[src/rtl/sram_ctrl_pkg.sv]
package sram_ctrl_pkg;

  typedef enum logic [2:0] {
    ST_IDLE,
    ST_RD,
    ST_RD_GAP,
    ST_WR,
    ST_WR_REC
  } ctrl_state_e;

  function automatic int ceil_cycles(input int t_ps, input int clk_ps);
    int n;
    n = (t_ps + clk_ps - 1) / clk_ps;
    if (n < 1) n = 1;
    return n;
  endfunction

  function automatic int max2(input int a, input int b);
    return (a > b) ? a : b;
  endfunction

endpackage

[src/rtl/sram_phase_timer.sv]
module sram_phase_timer #(
  parameter int CW = 4
) (
  input  logic          clk,
  input  logic          rst,
  input  logic          load,
  input  logic [CW-1:0] load_val,
  output logic          done
);

  logic [CW-1:0] cnt;

  always_ff @(posedge clk) begin
    if (rst) begin
      cnt <= '0;
    end else if (load) begin
      cnt <= load_val;
    end else if (cnt != '0) begin
      cnt <= cnt - 1'b1;
    end
  end

  assign done = (cnt == '0);

  // a phase only shortens between loads
  cnt_down_chk: assert property (@(posedge clk) disable iff (rst)
    !load |=> (cnt <= $past(cnt)));

endmodule

[src/rtl/sram_lane_gate.sv]
module sram_lane_gate #(
  parameter int LANES  = 2,
  parameter int LANE_W = 8
) (
  input  logic [LANES-1:0]        lane_en,
  input  logic [LANES*LANE_W-1:0] bus_in,
  output logic [LANES-1:0]        lane_n,
  output logic [LANES*LANE_W-1:0] rd_masked
);

  for (genvar g = 0; g < LANES; g++) begin : g_lane
    assign lane_n[g] = ~lane_en[g];
    assign rd_masked[g*LANE_W +: LANE_W] =
      lane_en[g] ? bus_in[g*LANE_W +: LANE_W] : '0;
  end

endmodule

[src/rtl/sram_async_ctrl.sv]
module sram_async_ctrl
  import sram_ctrl_pkg::*;
#(
  parameter int ADDR_W    = 22,
  parameter int DATA_W    = 16,
  parameter int CLK_PS    = 5000,
  parameter int T_RC_PS   = 55000,
  parameter int T_AA_PS   = 55000,
  parameter int T_ACE_PS  = 55000,
  parameter int T_DOE_PS  = 25000,
  parameter int T_HZ_PS   = 20000,
  parameter int T_PWE_PS  = 40000,
  parameter int T_AW_PS   = 45000,
  parameter int T_SD_PS   = 25000
) (
  input  logic              clk,
  input  logic              rst,
  input  logic              req_valid,
  output logic              req_ready,
  input  logic              req_write,
  input  logic [ADDR_W-1:0] req_addr,
  input  logic [DATA_W-1:0] req_wdata,
  input  logic [1:0]        req_lanes,
  output logic              rsp_valid,
  output logic [DATA_W-1:0] rsp_data,
  output logic [ADDR_W-1:0] mem_addr,
  output logic              mem_ce_n,
  output logic              mem_ce,
  output logic              mem_we_n,
  output logic              mem_oe_n,
  output logic              mem_hb_n,
  output logic              mem_lb_n,
  output logic [DATA_W-1:0] mem_dq_out,
  output logic              mem_dq_oe,
  input  logic [DATA_W-1:0] mem_dq_in
);

  localparam int LANES   = 2;
  localparam int LANE_W  = DATA_W / LANES;
  localparam int RD_CYC  = ceil_cycles(max2(max2(T_AA_PS, T_ACE_PS),
                                            max2(T_DOE_PS, T_RC_PS)), CLK_PS);
  localparam int WR_CYC  = ceil_cycles(max2(max2(T_PWE_PS, T_AW_PS), T_SD_PS), CLK_PS);
  localparam int WR_REC  = max2(1, ceil_cycles(T_RC_PS, CLK_PS) - WR_CYC);
  localparam int GAP_CYC = ceil_cycles(T_HZ_PS, CLK_PS);
  localparam int MAX_CYC = max2(max2(RD_CYC, WR_CYC), max2(WR_REC, GAP_CYC));
  localparam int CW      = $clog2(MAX_CYC + 2);

  ctrl_state_e       state;
  logic [LANES-1:0]  lane_q;
  logic [LANES-1:0]  lane_sel;
  logic [LANES-1:0]  lane_n;
  logic [DATA_W-1:0] rd_masked;
  logic              accept;
  logic              null_req;
  logic              tmr_load;
  logic [CW-1:0]     tmr_val;
  logic              tmr_done;

  assign accept   = req_valid && req_ready && (state == ST_IDLE);
  assign null_req = ~|req_lanes;
  assign lane_sel = (state == ST_IDLE) ? req_lanes : lane_q;

  sram_lane_gate #(.LANES(LANES), .LANE_W(LANE_W)) u_lane_gate (
    .lane_en  (lane_sel),
    .bus_in   (mem_dq_in),
    .lane_n   (lane_n),
    .rd_masked(rd_masked)
  );

  sram_phase_timer #(.CW(CW)) u_timer (
    .clk     (clk),
    .rst     (rst),
    .load    (tmr_load),
    .load_val(tmr_val),
    .done    (tmr_done)
  );

  always_comb begin
    tmr_load = 1'b0;
    tmr_val  = '0;
    case (state)
      ST_IDLE: begin
        if (accept && !null_req) begin
          tmr_load = 1'b1;
          tmr_val  = req_write ? CW'(WR_CYC - 1) : CW'(RD_CYC - 1);
        end
      end
      ST_RD: begin
        if (tmr_done) begin
          tmr_load = 1'b1;
          tmr_val  = CW'(GAP_CYC - 1);
        end
      end
      ST_WR: begin
        if (tmr_done) begin
          tmr_load = 1'b1;
          tmr_val  = CW'(WR_REC - 1);
        end
      end
      default: ;
    endcase
  end

  always_ff @(posedge clk) begin
    if (rst) begin
      state      <= ST_IDLE;
      req_ready  <= 1'b1;
      rsp_valid  <= 1'b0;
      rsp_data   <= '0;
      lane_q     <= '0;
      mem_addr   <= '0;
      mem_ce_n   <= 1'b1;
      mem_ce     <= 1'b0;
      mem_we_n   <= 1'b1;
      mem_oe_n   <= 1'b1;
      mem_hb_n   <= 1'b1;
      mem_lb_n   <= 1'b1;
      mem_dq_out <= '0;
      mem_dq_oe  <= 1'b0;
    end else begin
      rsp_valid <= 1'b0;
      case (state)
        ST_IDLE: begin
          if (accept) begin
            req_ready <= 1'b0;
            if (null_req) begin
              rsp_valid <= !req_write;
              rsp_data  <= '0;
            end else begin
              mem_addr <= req_addr;
              lane_q   <= req_lanes;
              mem_ce_n <= 1'b0;
              mem_ce   <= 1'b1;
              mem_hb_n <= lane_n[1];
              mem_lb_n <= lane_n[0];
              if (req_write) begin
                mem_we_n   <= 1'b0;
                mem_dq_oe  <= 1'b1;
                mem_dq_out <= req_wdata;
                state      <= ST_WR;
              end else begin
                mem_oe_n <= 1'b0;
                state    <= ST_RD;
              end
            end
          end else begin
            req_ready <= 1'b1;
          end
        end
        ST_RD: begin
          if (tmr_done) begin
            rsp_data  <= rd_masked;
            rsp_valid <= 1'b1;
            mem_oe_n  <= 1'b1;
            mem_ce_n  <= 1'b1;
            mem_ce    <= 1'b0;
            mem_hb_n  <= 1'b1;
            mem_lb_n  <= 1'b1;
            state     <= ST_RD_GAP;
          end
        end
        ST_RD_GAP: begin
          if (tmr_done) begin
            req_ready <= 1'b1;
            state     <= ST_IDLE;
          end
        end
        ST_WR: begin
          if (tmr_done) begin
            mem_we_n  <= 1'b1;
            mem_dq_oe <= 1'b0;
            mem_ce_n  <= 1'b1;
            mem_ce    <= 1'b0;
            mem_hb_n  <= 1'b1;
            mem_lb_n  <= 1'b1;
            state     <= ST_WR_REC;
          end
        end
        ST_WR_REC: begin
          if (tmr_done) begin
            req_ready <= 1'b1;
            state     <= ST_IDLE;
          end
        end
        default: state <= ST_IDLE;
      endcase
    end
  end

  logic [CW-1:0] we_low_cnt;
  logic [CW-1:0] oe_low_cnt;

  always_ff @(posedge clk) begin
    if (rst) begin
      we_low_cnt <= '0;
      oe_low_cnt <= '0;
    end else begin
      we_low_cnt <= mem_we_n ? '0 : we_low_cnt + 1'b1;
      oe_low_cnt <= mem_oe_n ? '0 : oe_low_cnt + 1'b1;
    end
  end


  rd_width_chk: assert property (@(posedge clk) disable iff (rst)
    $rose(mem_oe_n) |-> (oe_low_cnt == CW'(RD_CYC)));


  we_width_chk: assert property (@(posedge clk) disable iff (rst)
    $rose(mem_we_n) |-> (we_low_cnt == CW'(WR_CYC)));


  wdata_hold_chk: assert property (@(posedge clk) disable iff (rst)
    (!mem_we_n && $past(!mem_we_n)) |-> $stable(mem_dq_out));


  rsp_pulse_chk: assert property (@(posedge clk) disable iff (rst)
    rsp_valid |=> !rsp_valid);


  drive_clash_chk: assert property (@(posedge clk) disable iff (rst)
    !(mem_dq_oe && !mem_oe_n));


  turn_gap_chk: assert property (@(posedge clk) disable iff (rst)
    $past(!mem_oe_n) |-> !mem_dq_oe);


  busy_ready_chk: assert property (@(posedge clk) disable iff (rst)
    (state != ST_IDLE) |-> !req_ready);


  idle_desel_chk: assert property (@(posedge clk) disable iff (rst)
    (state == ST_IDLE) |-> (mem_ce_n && mem_hb_n && mem_lb_n && mem_we_n && mem_oe_n));


  addr_hold_chk: assert property (@(posedge clk) disable iff (rst)
    (!mem_ce_n && $past(!mem_ce_n)) |-> $stable(mem_addr));

endmodule

[config.mk]
export PLATFORM = sky130hd
export DESIGN_NAME = sram_async_ctrl
export DESIGN_NICKNAME = d
export VERILOG_FILES = /design/src/rtl/sram_ctrl_pkg.sv /design/src/rtl/sram_phase_timer.sv /design/src/rtl/sram_lane_gate.sv /design/src/rtl/sram_async_ctrl.sv
export SDC_FILE = /design/constraint.sdc
export NUM_CORES = 1
export LEC_CHECK = 0
export ABC_AREA = 0
export BUFFER_PORTS_ARGS = -buffer_cell sky130_fd_sc_hd__buf_2
export CORE_MARGIN = 2
export CORE_UTILIZATION = 39
export CTS_CLUSTER_SIZE = 10
export DETAILED_ROUTE_END_ITERATION = 12
export PLACE_DENSITY = 0.71
export SYNTH_ARGS = -nofsm -noshare
export SYNTH_HDL_FRONTEND = slang
export SYNTH_SLANG_ARGS = --single-unit
[constraint.sdc]
create_clock -name clk -period 1.6 [get_ports clk]
set_input_delay 0.08 -clock clk [delete_from_list [all_inputs] [get_ports clk]]
set_output_delay 0.08 -clock clk [all_outputs]
set_load 0.03 [all_outputs]
# Yosys cells after proc, flatten, opt, wreduce, memory -nomap -nowiden
# Index checks and enable logic that the tools add are counted.
# W data, S select, Z words.
classes:
  muxes: 55
  bitwise: 2
  eq_ne: 13
  n_reduce_logical: 23
  add_sub_neg: 1
op_table:
  columns: ["operator", "count"]
  rows:
  - ["$mux W16", 3]
  - ["$pmux W16 S2", 1]
  - ["$mux W1", 25]
  - ["$pmux W1 S2", 10]
  - ["$mux W8", 2]
  - ["$mux W3", 5]
  - ["$reduce_and A5 Y1", 3]
  - ["$mux W4", 3]
  - ["$ne A2 B2 Y1 const B", 6]
  - ["$pmux W3 S4", 1]
  - ["$pmux W4 S3", 1]
  - ["$reduce_and A4 Y1", 3]
  - ["$reduce_bool A2 Y1", 5]
  - ["$mux W2", 4]
  - ["$eq A3 B2 Y1 const B", 2]
  - ["$ne A2 B1 Y1 const B", 3]
  - ["$reduce_or A2 Y1", 3]
  - ["$logic_not A4 Y1", 1]
  - ["$reduce_bool A4 Y1", 1]
  - ["$sub A4 B1 Y4 const B", 1]
  - ["$eq A3 B1 Y1 const B", 1]
  - ["$eq A3 B3 Y1 const B", 1]
  - ["$logic_and A1 B1 Y1", 3]
  - ["$logic_not A3 Y1", 1]
  - ["other kinds (4)", 5]
totals:
  output_inout_bits: 63
  inputBits: 60
  register_bits: 72
  elab_cells: 109

# Longest topological paths before layout
logic_depth:
  depth_word: 6
  ltp_mapped: 7
  ltp_nobuf: 6

# By module
# A second synthesis with hierarchy kept.
hier_totals:
  cells_unflattened: 359
  hier_area_um2: 2962.8
by_module_without_submodules:
  columns: ["module", "area_each_um2", "cells_per_inst", "seq_area_each_um2", "n_inst"]
  rows:
  - ["sram_async_ctrl", 2626.3, 317, 1361.3, 1]
  - ["sram_phase_timer", 229.0, 24, 80.1, 1]
  - ["sram_lane_gate", 107.6, 18, 0.0, 1]

# Worst setup path after synthesis
# No wires, ideal clock.
synth_timing:
  path_kind: "flip-flop to flip-flop"
  start: "register u_timer.cnt[0]"
  end: "register u_timer.cnt[3]"
  setup_time_ns: 0.131
  stages_incl_launch_ff: 7
  path_buffers: 0
  t_required_ns: 1.469
  slack_ns: -0.093
  period_less_slack_ns: 1.693
  arrival_time_ns: 1.561
  path_cell_list: "dfxtp_1 > inv_1 > ha_1 > or3b_2 > nor3_1 > o21a_1 > nor3_1"
synth_via:
  elab_chain_len: 4
synth_lines:
  columns: ["element", "line_no", "text"]
  rows:
  - ["start, declared", "sram_phase_timer.sv:11", "logic [CW-1:0] cnt;"]
  - ["start signal, assigned", "sram_phase_timer.sv:17", "cnt <= load_val;"]
  - ["start signal, assigned", "sram_phase_timer.sv:19", "cnt <= cnt - 1'b1;"]
  - ["branches (longest 4 deep; another with $sub A4 B1 Y4)", null, null]
# Several ways; the timed one is not identified. The select of a mux whose other input is x is not followed.
# A chain may end at the register's enable or synchronous reset.

# Final worst setup path
layout_timing:
  start: "register u_timer.cnt[1]"
  end: "register rsp_data[9]"
layout_via:
  elab_chain_len: 3
layout_lines:
  columns: ["element", "line_no", "text"]
  rows:
  - ["$logic_not A4 Y1", "sram_phase_timer.sv:23", "assign done = (cnt == '0);"]
  - ["$ne A2 B2 Y1 (no source line)", null, null]
  - ["$reduce_and A4 Y1 (no source line)", null, null]
  - ["end signal, assigned", "sram_async_ctrl.sv:152", "rsp_data <= rd_masked;"]
  - ["end, declared", "sram_async_ctrl.sv:25", "output logic [DATA_W-1:0] rsp_data,"]
# No other way between the ends.

==> results_dict.tcl <==
set metrics [dict create \
    ys_warn_count 0 \
    syn-num-nets 358 \
    synthCells 297 \
    core-area_mm2 0.006794 \
    hold_class "input pin to flip-flop" \
    ctsLongestPathBuffers 2 \
    status "finished clean" \
    timing.final.crit_share_pct 96.91 \
    grt_max_degree 36 \
    p_sw_mw 1.867 \
    avgSynthCellArea_um2 9.175 \
    areaGrowthSynthToFinish_pct 60.61 \
    antenna_found_initial 0 \
    r2r-end "rsp_data[9]" \
    leakagePower_nw 1.977 \
    antenna_cells 0 \
    cp-start-kind "flip-flop" \
    ys_seq_area_share_pct 52.89 \
    synth_edf_count 0 \
    globalRouteOverflowTotal 0 \
    p_clk_share_pct 27.3 \
    htreeDepth 3 \
    start_util_pct 40.11 \
    holdPathStages 2 \
    drt_wl_total_mm 7.878 \
    port_buffers 122 \
    fin_crit_ps 1551 \
    wl_per_cell_um 13.33 \
    reg2reg_slack_ps 50 \
    ctsRootBufferMaster "clkbuf_8" \
    drc_errors 0 \
    p_per_area_mw_per_mm2 1270 \
    io_pins 123 \
    cp_data_arrival_time_ps 1840 \
    tritoncts "done" \
    pwr-share-seq_pct 38.5 \
    postRouteAntennaNets 0 \
    async_flop_share_pct 0 \
    grt_pass1_vias 2682 \
    gp_congestion 0.8662 \
    setup_viol 0 \
    rsz0062_at_grt "yes" \
    syn-cell-area_mm2 0.002725 \
    dp_hpwl_mm 4.890 \
    path_class "flip-flop to flip-flop" \
    switching_share_pct 33.59 \
    finalNetCount 551 \
    cp.required_ps 1880 \
    cts_buffers 9 \
    final.setup_skew_ps 7.680 \
    drv_slew 0 \
    rr_startpoint "u_timer.cnt[1]" \
    comb_power_share_pct 34.2 \
    p_int_mw 3.691 \
    dieWidth_um 87.59 \
    drive_above_1_share_pct 37.37 \
    slew_headroom_pct 75.83 \
    fmax_ghz 0.6449 \
    viasPerCell 4.824 \
    worst_pin_slew_ps 362.6 \
    ys_ff_latch 72 \
    critical_path.max_fanout 8 \
    hold_viol 0 \
    row_count 30 \
    die_h_um 87.59 \
    finalPower_mw 5.559 \
    synthFlopType "dfxtp_1" \
    crit_path_end_kind "flip-flop" \
    clkSinkCount 72 \
    rr_worst_depth 7 \
    crit_path_start "u_timer.cnt[1]" \
    drt-initial-drc-count 84 \
    most-common-layout-cells "122 x buf_2, 83 x nand2_1, 70 x dfxtp_1, 56 x dlygate4sd3_1, 45 x a21oi_1" \
    drt_pre_antenna_iters 7 \
    insertion_delay_ps 340 \
    vias 2851 \
    grt_usage_pct 20.40 \
    grt_pass1_wl_mm 12.30 \
    cap_viol_max_count 0 \
    finalCoreUtilization_pct 64.42 \
    layout_commonest_cell "buf_2" \
    hold_start "rst" \
    path_clk_slew_ps 80 \
    synthDistinctLibCells 43 \
    postCtsSetupBuffers 0 \
    die_area_mm2 0.007672 \
    holdPathEnd "lane_q[1]" \
    max-vdd-ir-drop_mv 0.7759 \
]
## Yosys cell counts, drive strengths merged (2+ instances only)
cell / n / area, um2
inv: 4 / 15.01
clkbuf: 5 / 18.77
nor2: 9 / 33.78
a211oi: 2 / 15.01
o21a: 2 / 15.01
o22ai: 2 / 12.51
xnor2: 2 / 17.52
buf: 14 / 106.3
nor4b: 2 / 47.55
nand3: 4 / 25.02
a31oi: 2 / 12.51
nand2: 84 / 315.3
o21ai: 2 / 10.01
dfxtp: 72 / 1441
a21oi: 47 / 246.5
a221o: 2 / 20.02
nor3: 5 / 25.02
a22o: 16 / 145.1
a2bb2oi: 2 / 17.52
nor4: 2 / 27.53
## cell families (layout without fill, tap and decap cells)
group	Yosys count	after routing	synth area share [%]
muxes	1	1	0.4132
DFF	72	72	52.89
xor gates and xnor gates	3	3	0.9644
buffers and inverters	23	221	5.142
adders and majority gates	1	1	0.4591
and+or+nand+nor	114	114	20.20
AOI/OAI and AO/OA	83	83	19.93
## metal layers
metal | vias to the layer above | routed length [um] | GRT usage [%]
li1 | 1414 | - | -
met1 | 1323 | 3369 | 24.63
met2 | 101 | 3963 | 34.99
met3 | 13 | 400 | 4.147
met4 | 0 | 145 | 9.231
met5 | - | 0 | 0
## area by class of cell
class / count / area (um2)
tap: 96 / 120.1
timing repair buffer: 201 / 1393
sequential: 72 / 1444
inverter: 4 / 15.01
clock inverter: 4 / 51.30
clock buffer: 12 / 165.2
fill: 557 / 2417
multi-input combinational: 202 / 1189
## worst max-delay path, cell delays in order, from the launching register on
cell	delay, ps
dfxtp_2	330
inv_2	60
ha_4	150
nor3b_4	250
nand2_2	130
nor4b_4	270
buf_6	170
a22o_1	130
## timing repair
item | CTS | global route
hold endpoints to repair | 56 | 0
hold buffers | 56 | 0
resized for setup | 0 | 7
setup endpoints to repair | 0 | 20
## registers in the layout (all words and copies together), names as in the netlist
register,flops
lane_q,2
mem_addr,22
mem_ce,1
mem_ce_n,1
mem_dq_oe,1
mem_dq_out,16
mem_hb_n,1
mem_lb_n,1
mem_oe_n,1
mem_we_n,1
req_ready,1
rsp_data,16
rsp_valid,1
state,3
u_timer.cnt,4
## worst max-delay path by stage
| stage | slack, ps | endpoint | cells past startpoint |
|---|---|---|---|
| global route | -50 | rsp_data[9] | 7 |
| global placement | 70 | rsp_data[11] | 7 |
| detailed placement | 40 | mem_ce_n | 8 |
| finish | 50 | rsp_data[9] | 7 |
| CTS | 10 | mem_ce_n | 8 |
| floorplan | 30 | rsp_data[12] | 6 |
## power by group through the flow
stage                     logic [mW]  clock network (mW)  registers [mW]
final                           1.90                1.52            2.14
after detailed placement        1.75                   0            2.18
after global routing            2.09                1.63            2.16
after global placement          1.73                   0            2.17
after floorplan                0.906                   0            2.47
after CTS                       1.87                1.56            2.14
## through the flow
step                worst slack, ps  hold WS [ps]  setup TNS, ps  std cells  instance area [um2]
floorplan                     26.22         170.3              0        297                 2754
global placement              67.59         289.3              0        519                 3570
detailed placement            37.35         293.7              0        519                 3570
CTS                           14.16         81.84              0        591                 4347
global route                 -47.17         111.8         -239.2        591                 4377
finish                        49.48         96.94              0        591                 4377
(Power assumes the default switching activity.)
